<file path="config.mk">
export PLATFORM = sky130hd
export DESIGN_NAME = qenc_pos_if
export DESIGN_NICKNAME = d
export VERILOG_FILES = /design/src/rtl/qenc_pkg.sv /design/src/rtl/qenc_sync.sv /design/src/rtl/qenc_decode.sv /design/src/rtl/qenc_velo.sv /design/src/rtl/qenc_pos_if.sv
export SDC_FILE = /design/constraint.sdc
export NUM_CORES = 1
export LEC_CHECK = 0
export ABC_AREA = 1
export BUFFER_PORTS_ARGS = -buffer_cell sky130_fd_sc_hd__buf_2
export CAP_MARGIN = 40
export CORE_MARGIN = 2
export CORE_UTILIZATION = 55
export DETAILED_ROUTE_END_ITERATION = 6
export PLACE_DENSITY = 0.81
export SLEW_MARGIN = 10
export SYNTH_ARGS = -nofsm -noshare
export SYNTH_HDL_FRONTEND = slang
export SYNTH_SLANG_ARGS = --single-unit
</file>
<file path="constraint.sdc">
create_clock -name clk -period 1.9 [get_ports clk]
set_clock_uncertainty 0.05 [all_clocks]
set_input_delay 0.38 -clock clk [delete_from_list [all_inputs] [get_ports clk]]
set_output_delay 0.38 -clock clk [all_outputs]
set_load 0.03 [all_outputs]
</file>
<file path="src/rtl/qenc_pkg.sv">
package qenc_pkg;
    // Decoder state named after the synchronised (A,B) level pair.
    typedef enum logic [1:0] {
        Q00 = 2'b00,
        Q01 = 2'b01,
        Q10 = 2'b10,
        Q11 = 2'b11
    } qstate_t;

    typedef struct packed {
        logic       dir;
        logic       err;
        logic       vel_off;
        logic [1:0] div;
        logic [2:0] mode;
    } ctrl_t;

    localparam logic [1:0] ADR_CTRL = 2'd0;
    localparam logic [1:0] ADR_POS  = 2'd1;
    localparam logic [1:0] ADR_MAX  = 2'd2;
endpackage

</file>
<file path="src/rtl/qenc_sync.sv">
module qenc_sync #(
    parameter int W = 3
) (
    input  logic         clk,
    input  logic         rst_n,
    input  logic [W-1:0] din,
    output logic [W-1:0] dout
);
    for (genvar i = 0; i < W; i++) begin : g_bit
        logic s1, s2;
        always_ff @(posedge clk or negedge rst_n) begin
            if (!rst_n) begin
                s1 <= 1'b0;
                s2 <= 1'b0;
            end else begin
                s1 <= din[i];
                s2 <= s1;
            end
        end
        assign dout[i] = s2;
    end
endmodule

</file>
<file path="src/rtl/qenc_decode.sv">
module qenc_decode
    import qenc_pkg::*;
(
    input  logic clk,
    input  logic rst_n,
    input  logic a,
    input  logic b,
    output logic step_fwd,
    output logic step_rev,
    output logic a_moved
);
    qstate_t state_q, cur, fwd_nxt, rev_nxt;

    assign cur = qstate_t'({a, b});

    // State register: always follows the observed level pair.
    always_ff @(posedge clk or negedge rst_n) begin
        if (!rst_n) state_q <= Q00;
        else        state_q <= cur;
    end

    // Output logic: classify the move from the held state to the current pair.
    always_comb begin
        unique case (state_q)
            Q00: begin fwd_nxt = Q10; rev_nxt = Q01; end
            Q10: begin fwd_nxt = Q11; rev_nxt = Q00; end
            Q11: begin fwd_nxt = Q01; rev_nxt = Q10; end
            Q01: begin fwd_nxt = Q00; rev_nxt = Q11; end
        endcase
        step_fwd = (cur == fwd_nxt);
        step_rev = (cur == rev_nxt);
        a_moved  = cur[1] ^ state_q[1];
    end

    a_r4_no_double_step: assert property (@(posedge clk) disable iff (!rst_n)
        ((a ^ state_q[1]) && (b ^ state_q[0])) |-> !(step_fwd || step_rev));
    a_r3_one_direction: assert property (@(posedge clk) disable iff (!rst_n)
        !(step_fwd && step_rev));
endmodule

</file>
<file path="src/rtl/qenc_velo.sv">
module qenc_velo #(
    parameter int DIV_W = 2
) (
    input  logic             clk,
    input  logic             rst_n,
    input  logic             active,
    input  logic             step,
    input  logic [DIV_W-1:0] div,
    output logic             pulse
);
    localparam int CNT_W = 2 * ((1 << DIV_W) - 1);

    logic [CNT_W-1:0] cnt_q, limit;

    // Divide ratio is 4**div.
    always_comb limit = CNT_W'((1 << (2 * div)) - 1);

    always_ff @(posedge clk or negedge rst_n) begin
        if (!rst_n) begin
            cnt_q <= '0;
            pulse <= 1'b0;
        end else begin
            pulse <= 1'b0;
            if (!active) begin
                cnt_q <= '0;
            end else if (step) begin
                if (cnt_q == limit) begin
                    cnt_q <= '0;
                    pulse <= 1'b1;
                end else begin
                    cnt_q <= cnt_q + 1'b1;
                end
            end
        end
    end

    a_r8_pulse_follows_step: assert property (@(posedge clk) disable iff (!rst_n)
        pulse |-> $past(active && step));
endmodule

</file>
<file path="src/rtl/qenc_pos_if.sv">
module qenc_pos_if
    import qenc_pkg::*;
#(
    parameter int POS_W = 16
) (
    input  logic             clk,
    input  logic             rst_n,
    input  logic             enc_a,
    input  logic             enc_b,
    input  logic             enc_idx,
    input  logic             cap_req,
    input  logic             wr_en,
    input  logic [1:0]       wr_addr,
    input  logic [POS_W-1:0] wr_data,
    input  logic [1:0]       rd_addr,
    output logic [POS_W-1:0] rd_data,
    output logic             vel_pulse,
    output logic             cap_active
);
    localparam int CTRL_W = $bits(ctrl_t);

    logic [2:0] sync_q;
    logic       idx_prev_q, idx_rise;
    logic       fwd, rev, a_moved;
    ctrl_t      ctrl_q;
    logic [POS_W-1:0] pos_q, max_q;
    logic enc_on, idx_mode, max_mode, cnt_step, ovf;
    logic ctrl_wr, pos_wr, max_wr;

    qenc_sync #(.W(3)) u_sync (
        .clk(clk), .rst_n(rst_n),
        .din({enc_idx, enc_a, enc_b}),
        .dout(sync_q)
    );

    qenc_decode u_dec (
        .clk(clk), .rst_n(rst_n),
        .a(sync_q[1]), .b(sync_q[0]),
        .step_fwd(fwd), .step_rev(rev), .a_moved(a_moved)
    );

    always_comb begin
        unique case (ctrl_q.mode)
            3'b001, 3'b010, 3'b101, 3'b110: enc_on = 1'b1;
            default:                        enc_on = 1'b0;
        endcase
        idx_mode = enc_on && (ctrl_q.mode[1:0] == 2'b01);
        max_mode = enc_on && (ctrl_q.mode[1:0] == 2'b10);
        cnt_step = enc_on && (fwd || rev) && (ctrl_q.mode[2] || a_moved);
        idx_rise = sync_q[2] && !idx_prev_q;
        ctrl_wr  = wr_en && (wr_addr == ADR_CTRL);
        pos_wr   = wr_en && (wr_addr == ADR_POS);
        max_wr   = wr_en && (wr_addr == ADR_MAX);
        ovf      = idx_mode && cnt_step && !idx_rise && !pos_wr &&
                   ((fwd && (&pos_q)) || (rev && (pos_q == '0)));
    end

    always_ff @(posedge clk or negedge rst_n) begin
        if (!rst_n) begin
            idx_prev_q <= 1'b0;
            ctrl_q     <= '0;
            pos_q      <= '0;
            max_q      <= '0;
        end else begin
            idx_prev_q <= sync_q[2];
            if (ctrl_wr) begin
                ctrl_q.mode    <= wr_data[2:0];
                ctrl_q.div     <= wr_data[4:3];
                ctrl_q.vel_off <= wr_data[5];
            end
            if (ovf)                        ctrl_q.err <= 1'b1;
            else if (ctrl_wr && !wr_data[6]) ctrl_q.err <= 1'b0;
            if (cnt_step) ctrl_q.dir <= fwd;
            if (max_wr) max_q <= wr_data;
            if (pos_wr) begin
                pos_q <= wr_data;
            end else if (idx_mode && idx_rise) begin
                pos_q <= '0;
            end else if (cnt_step) begin
                if (fwd) pos_q <= (max_mode && pos_q == max_q) ? '0 : pos_q + 1'b1;
                else     pos_q <= (max_mode && pos_q == '0) ? max_q : pos_q - 1'b1;
            end
        end
    end

    qenc_velo #(.DIV_W(2)) u_velo (
        .clk(clk), .rst_n(rst_n),
        .active(enc_on && !ctrl_q.vel_off),
        .step(cnt_step),
        .div(ctrl_q.div),
        .pulse(vel_pulse)
    );

    assign cap_active = cap_req && !enc_on;

    always_comb begin
        unique case (rd_addr)
            ADR_CTRL: rd_data = POS_W'(ctrl_q);
            ADR_POS:  rd_data = pos_q;
            ADR_MAX:  rd_data = max_q;
            default:  rd_data = '0;
        endcase
    end

    // Assertions
    a_r1_off_holds: assert property (@(posedge clk) disable iff (!rst_n)
        (!enc_on && !pos_wr) |=> $stable(pos_q));
    a_r1_off_no_pulse: assert property (@(posedge clk) disable iff (!rst_n)
        (!enc_on && !ctrl_wr) |=> !vel_pulse);
    a_r5_index_clear: assert property (@(posedge clk) disable iff (!rst_n)
        (idx_mode && idx_rise && !pos_wr) |=> (pos_q == '0));
    a_r6_max_wrap: assert property (@(posedge clk) disable iff (!rst_n)
        (max_mode && fwd && cnt_step && pos_q == max_q && !pos_wr) |=> (pos_q == '0));
    a_r7_err_sticky: assert property (@(posedge clk) disable iff (!rst_n)
        (ctrl_q.err && !(ctrl_wr && !wr_data[6])) |=> ctrl_q.err);
    a_r3_dir_forward: assert property (@(posedge clk) disable iff (!rst_n)
        (cnt_step && fwd) |=> ctrl_q.dir);
    a_r9_cap_exclusive: assert property (@(posedge clk) disable iff (!rst_n)
        !(cap_active && enc_on));

    initial begin
        a_r10_ctrl_fits: assert (CTRL_W <= POS_W);
    end
endmodule

</file>
---- Yosys cells after proc, flatten, opt, wreduce, memory -nomap -nowiden ----
Index checks and enable logic that the tools add are counted.
operators by class
  add/subtract/negate cells ............... 4
  equality and inequality tests ........... 18
  shift operators ......................... 1
  multiplexer cells ....................... 18
  bitwise operators ....................... 1
  reductions and logical operators ........ 37
operator list
  kind                     count
  $mux W16                 6
  $pmux W16 S3             1
  $logic_and A1 B1 Y1      20
  $mux W6                  3
  $add A16 B1 Y16 const B  1
  $eq A16 B16 Y1           1
  $logic_not A16 Y1        1
  $pmux W2 S4              2
  $reduce_and A16 Y1       1
  $sub A16 B1 Y16 const B  1
  $eq A2 B2 Y1 const B     5
  $eq A2 B1 Y1 const B     4
  $add A6 B1 Y6 const B    1
  $eq A3 B3 Y1 const B     2
  $eq A6 B6 Y1             1
  $logic_not A1 Y1         6
  $logic_not A2 Y1         3
  $mux W1                  6
  $shl A1 B3 Y6 const A    1
  $sub A6 B2 Y6 const B    1
  $eq A2 B2 Y1             2
  $reduce_or A4 Y1         1
  $eq A3 B1 Y1 const B     1
  $eq A3 B2 Y1 const B     1
  5 further kinds          7
storage, ports and cells
  register bits after elaboration ......... 56
  input bits .............................. 27
  output and inout bits ................... 18

---- Longest topological paths before layout ----
  word-level depth ........................ 11
  gate-level depth with buffers ........... 13
  depth with buffers taken out ............ 12

---- Modules after synthesis ----
From an unflattened synthesis, not the netlist that was laid out.
second synthesis, totals
  cell total of the unflattened synthesis .. 699
  area, all modules ....................... 4568.1 um2
modules (own cells, without submodules)
  module       instances  cells an instance  area each (um2)  seq. area each (um2)
  qenc_pos_if  1          604                3801.1           1026.0
  qenc_velo    1          65                 467.9            175.2
  qenc_sync    1          9                  172.7            150.1
  qenc_decode  1          21                 126.4            50.0

---- Least setup slack after synthesis ----
OpenSTA, ideal clock, no wires.
  path kind ............................... input to output
  from .................................... input rd_addr[1]
  to ...................................... output rd_data[1]
  arrival time ............................ 1569 ps
  setup slack ............................. -99 ps
  stages on the path ...................... 5
  path buffers ............................ 2
  cell sequence ........................... inv_1 > or2_2 > clkbuf_1 > clkbuf_1 > o221ai_1
between the ends
  cells in the longest elaborated chain, start to end .. 2
  elaborated cells between the ends (all ways) .. 4
ends and longest elaborated chain
  element                               RTL line           RTL
  from (decl)                           qenc_pos_if.sv:15  input logic [1:0] rd_addr,
  $eq A2 B2 Y1 (tied with other cells)  qenc_pos_if.sv:97  unique case (rd_addr)
  $pmux W16 S3 *                        qenc_pos_if.sv:97
  to (decl)                             qenc_pos_if.sv:16  output logic [POS_W-1:0] rd_data,
Mark *: on every way between the ends. The rest lies on a longest branch, timed or not.

---- Worst setup path in the final report ----
  from .................................... register pos_q[10]
  to ...................................... register pos_q[10]
between the ends
  cells in the longest elaborated chain, start to end .. 7
  elaborated cells between the ends (all ways) .. 12
ends and longest elaborated chain
  element                                                  RTL line           RTL
  from (decl)                                              qenc_pos_if.sv:26  logic [POS_W-1:0] pos_q, max_q;
  from (signal assigned)                                   qenc_pos_if.sv:76  pos_q <= wr_data;
  from (signal assigned)                                   qenc_pos_if.sv:80  if (fwd) pos_q <= (max_mode && pos_q == max_q) ? '0 : pos_q + 1'b1;
  from (signal assigned)                                   qenc_pos_if.sv:81  else pos_q <= (max_mode && pos_q == '0) ? max_q : pos_q - 1'b1;
  branches (longest 3 deep; another with $sub A16 B1 Y16)  -
  $mux W16 *                                               qenc_pos_if.sv:80
  $mux W16 *                                               qenc_pos_if.sv:79  end else if (cnt_step) begin
  $mux W16 *                                               qenc_pos_if.sv:77  end else if (idx_mode && idx_rise) begin
  $mux W16 *                                               qenc_pos_if.sv:75  if (pos_wr) begin
Every way passes the cells marked *. The select of a mux whose other input is x is not followed.
A chain may end at the register's enable or synchronous reset.

==> impl_metrics.tcl <==
set metrics [dict create \
    area_growth_pct 23.2 \
    die_h_um 92.8 \
    holdWs_ps -10.2 \
    hold_violations 8 \
    layout.cells.non_filler 852 \
    required_ps 2070 \
    ir_worst_vdd_mv 0.566 \
    startpoint_type "flop" \
    path_clk_slew_ps 110 \
    placed_cells 834 \
    drt-initial-drc-count 534 \
    min_path_type "in2async" \
    grt_pass1_vias 4479 \
    utilization_pct 69.5 \
    yosysSeqAreaShare_pct 32.3 \
    antenna_cells 0 \
    min_period_ps 1880 \
    rows 32 \
    final_cell_area_um2 5340 \
    grt_pass1_wl_mm 22.1 \
    p_leak_nw 2.74 \
    die_w_um 92.8 \
    core_area_um2 7690 \
    ios 45 \
    gp_congestion 1.04 \
    setup_viol 0 \
    yosysTopAreaCell "dfrtp_1" \
    slew_headroom_pct 71.1 \
    synth_area_leaders "dfrtp_1 (32%), nand2_1 (17%), nor2_1 (7.1%)" \
    synth_compound_area_share_pct 14.3 \
    drv_cap 0 \
    synthAdderAreaFrac_pct 1.73 \
    track_usage_pct 32.4 \
    cts_max_path_buffers 2 \
    multiInputGateArea_um2 2620 \
    seq_area_um2 1410 \
    critPathMaxFanout 7 \
    synth_top_area_share_pct 32.3 \
    floorplan.die_area_um2 8610 \
    grt-ovfl-total 0 \
    syn_nets 684 \
    grt_max_degree 57 \
    critPathCaptureType "flop" \
    cts_root_buf "clkbuf_8" \
    fin_crit_sh_pct 98.7 \
    synth.area.mux_share_pct 0 \
    via_count 4786 \
    ctsHtreeMaxLevel 2 \
    antenna_found_initial 0 \
    port_buffers 44 \
    via_per_inst 5.62 \
    tightest_slew_ps 432 \
    synth_xor_area_share_pct 2.63 \
    tns_ps 0 \
    drive_above_1_share_pct 27.1 \
    start_util_pct 56.4 \
    synth_area_um2 4340 \
    tritoncts "done" \
    final_common_cell "nand2_1" \
    routedWlPerCell_um 16.2 \
    worst_ep_arrival_time_ps 2040 \
    yosysWarningCount 0 \
    synth_top_family_by_area "simple AND/OR/NAND/NOR gates" \
    final_cell_mix "nand2_1 (196), nor2_1 (76), buf_4 (66)" \
    ys_types 34 \
    syn_inst 651 \
    numCtsBuffers 5 \
    max_freq_ghz 0.533 \
    power_density_nw_per_um2 1250 \
    dp_hpwl_mm 10.1 \
    ant_nets 0 \
    crit_type "reg2reg" \
    cts.sinks 56 \
    dr.pass1.iters 6 \
    syn_avg_cell_area_um2 6.66 \
    drc 0 \
    fillers 674 \
    place_area_um2 5010 \
    routed_wl_mm 13.8 \
    yosys.area_share.simple_pct 38.5 \
    clk_latency_ps 320 \
    ys_ff_latch 56 \
    status "finished, violations left" \
    fin_nets 782 \
    violations "hold timing" \
    slew_violations 0 \
]
## metrics by stage
step	hold WS, ps	total power [W]	setup WS (ps)
after floorplan	34.4	0.00430	-99.3
after global placement	288	0.00544	31.3
after detailed placement	288	0.00553	18.6
after CTS	6.37	0.00625	26.1
after global routing	9.90	0.00721	-28.4
final	-10.2	0.00669	24.2
## final cells by class
cell class | count | area share (%)
clock inverter | 2 | 0.328
sequential | 56 | 26.4
multi-input combinational | 496 | 49.0
tap | 102 | 2.39
clock buffer | 6 | 1.36
inverter | 76 | 5.39
timing repair buffer | 114 | 15.1
## sequential cells by signal, indices dropped and copies added, names as in the netlist
signal	cells
max_q	16
u_velo.cnt_q	6
u_dec.state_q	2
idx_prev_q	1
u_sync.g_bit.s2	3
u_sync.g_bit.s1	3
pos_q	16
ctrl_q	8
u_velo.pulse	1
## worst max-delay path: stages (launching register included)
cell,delay [ps]
dfrtp_1,430
buf_4,150
nand2_1,70
nand2_1,60
nor2_1,190
nand2_1,100
nor2_2,150
nand3_2,90
buf_4,180
nand2_1,70
nand2_1,80
nand3_1,100
a21oi_2,60
## timing repair
| action | in CTS | in global routing |
|---|---|---|
| pin swaps | 0 | 6 |
| gates resized for setup | 6 | 47 |
| gates cloned | 0 | 1 |
| endpoints found under the setup margin | 6 | 25 |
| hold buffers | 0 | 0 |
| buffers inserted | 0 | 9 |
## routing by layer
| metal | track usage (%) | wire length [um] | vias to the layer above |
|---|---|---|---|
| met2 | 51.5 | 6320 | 242 |
| li1 | - | - | 2295 |
| met5 | 0 | 0 | - |
| met3 | 5.78 | 1200 | 34 |
| met4 | 8.95 | 340 | 0 |
| met1 | 45.6 | 5920 | 2215 |
## synthesized netlist by cell type, drive strengths merged
master and instances:
o221ai 8, nand4 17, a21oi 55, or2 1, o2111ai 1, nor2 95, buf 14, nand2 204
dfrtp 56, inv 75, o21ai 31, xor2 11, clkbuf 10, nand3 47, nor3 7, clkinv 1
ha 6, o21a 1, xnor2 2, o22ai 9
## power by group
group          internal [W]  switching, W
clock network      0.000272      0.000421
registers           0.00148      0.000369
logic               0.00168       0.00247
total               0.00344       0.00326
## kinds of logic (layout without fill, tap and decap cells)
group                      count (synthesis)  after routing
and+or+nand+nor                          371            372
AOI/OAI and AO/OA                        105            105
buffers and inverters                    100            198
DFF                                       56             56
xor gates and xnor gates                  13             13
adders and majority gates                  6              6
## final timing paths
kind	end	depth (start not counted)	start	slack, ps
worst max-delay path	pos_q[10]	12	pos_q[10]	20
worst min-delay path	u_velo.cnt_q[0]	2	rst_n	-10
worst max register to register	pos_q[10]	12	pos_q[10]	20
worst min register to register	u_sync.g_bit[2].s2	0	u_sync.g_bit[2].s1	310
max in group asynchronous	pos_q[11]	2	rst_n	1530
min in group clk	u_sync.g_bit[2].s1	1	enc_idx	120
No activity file was read; power rests on OpenSTA's default activity.
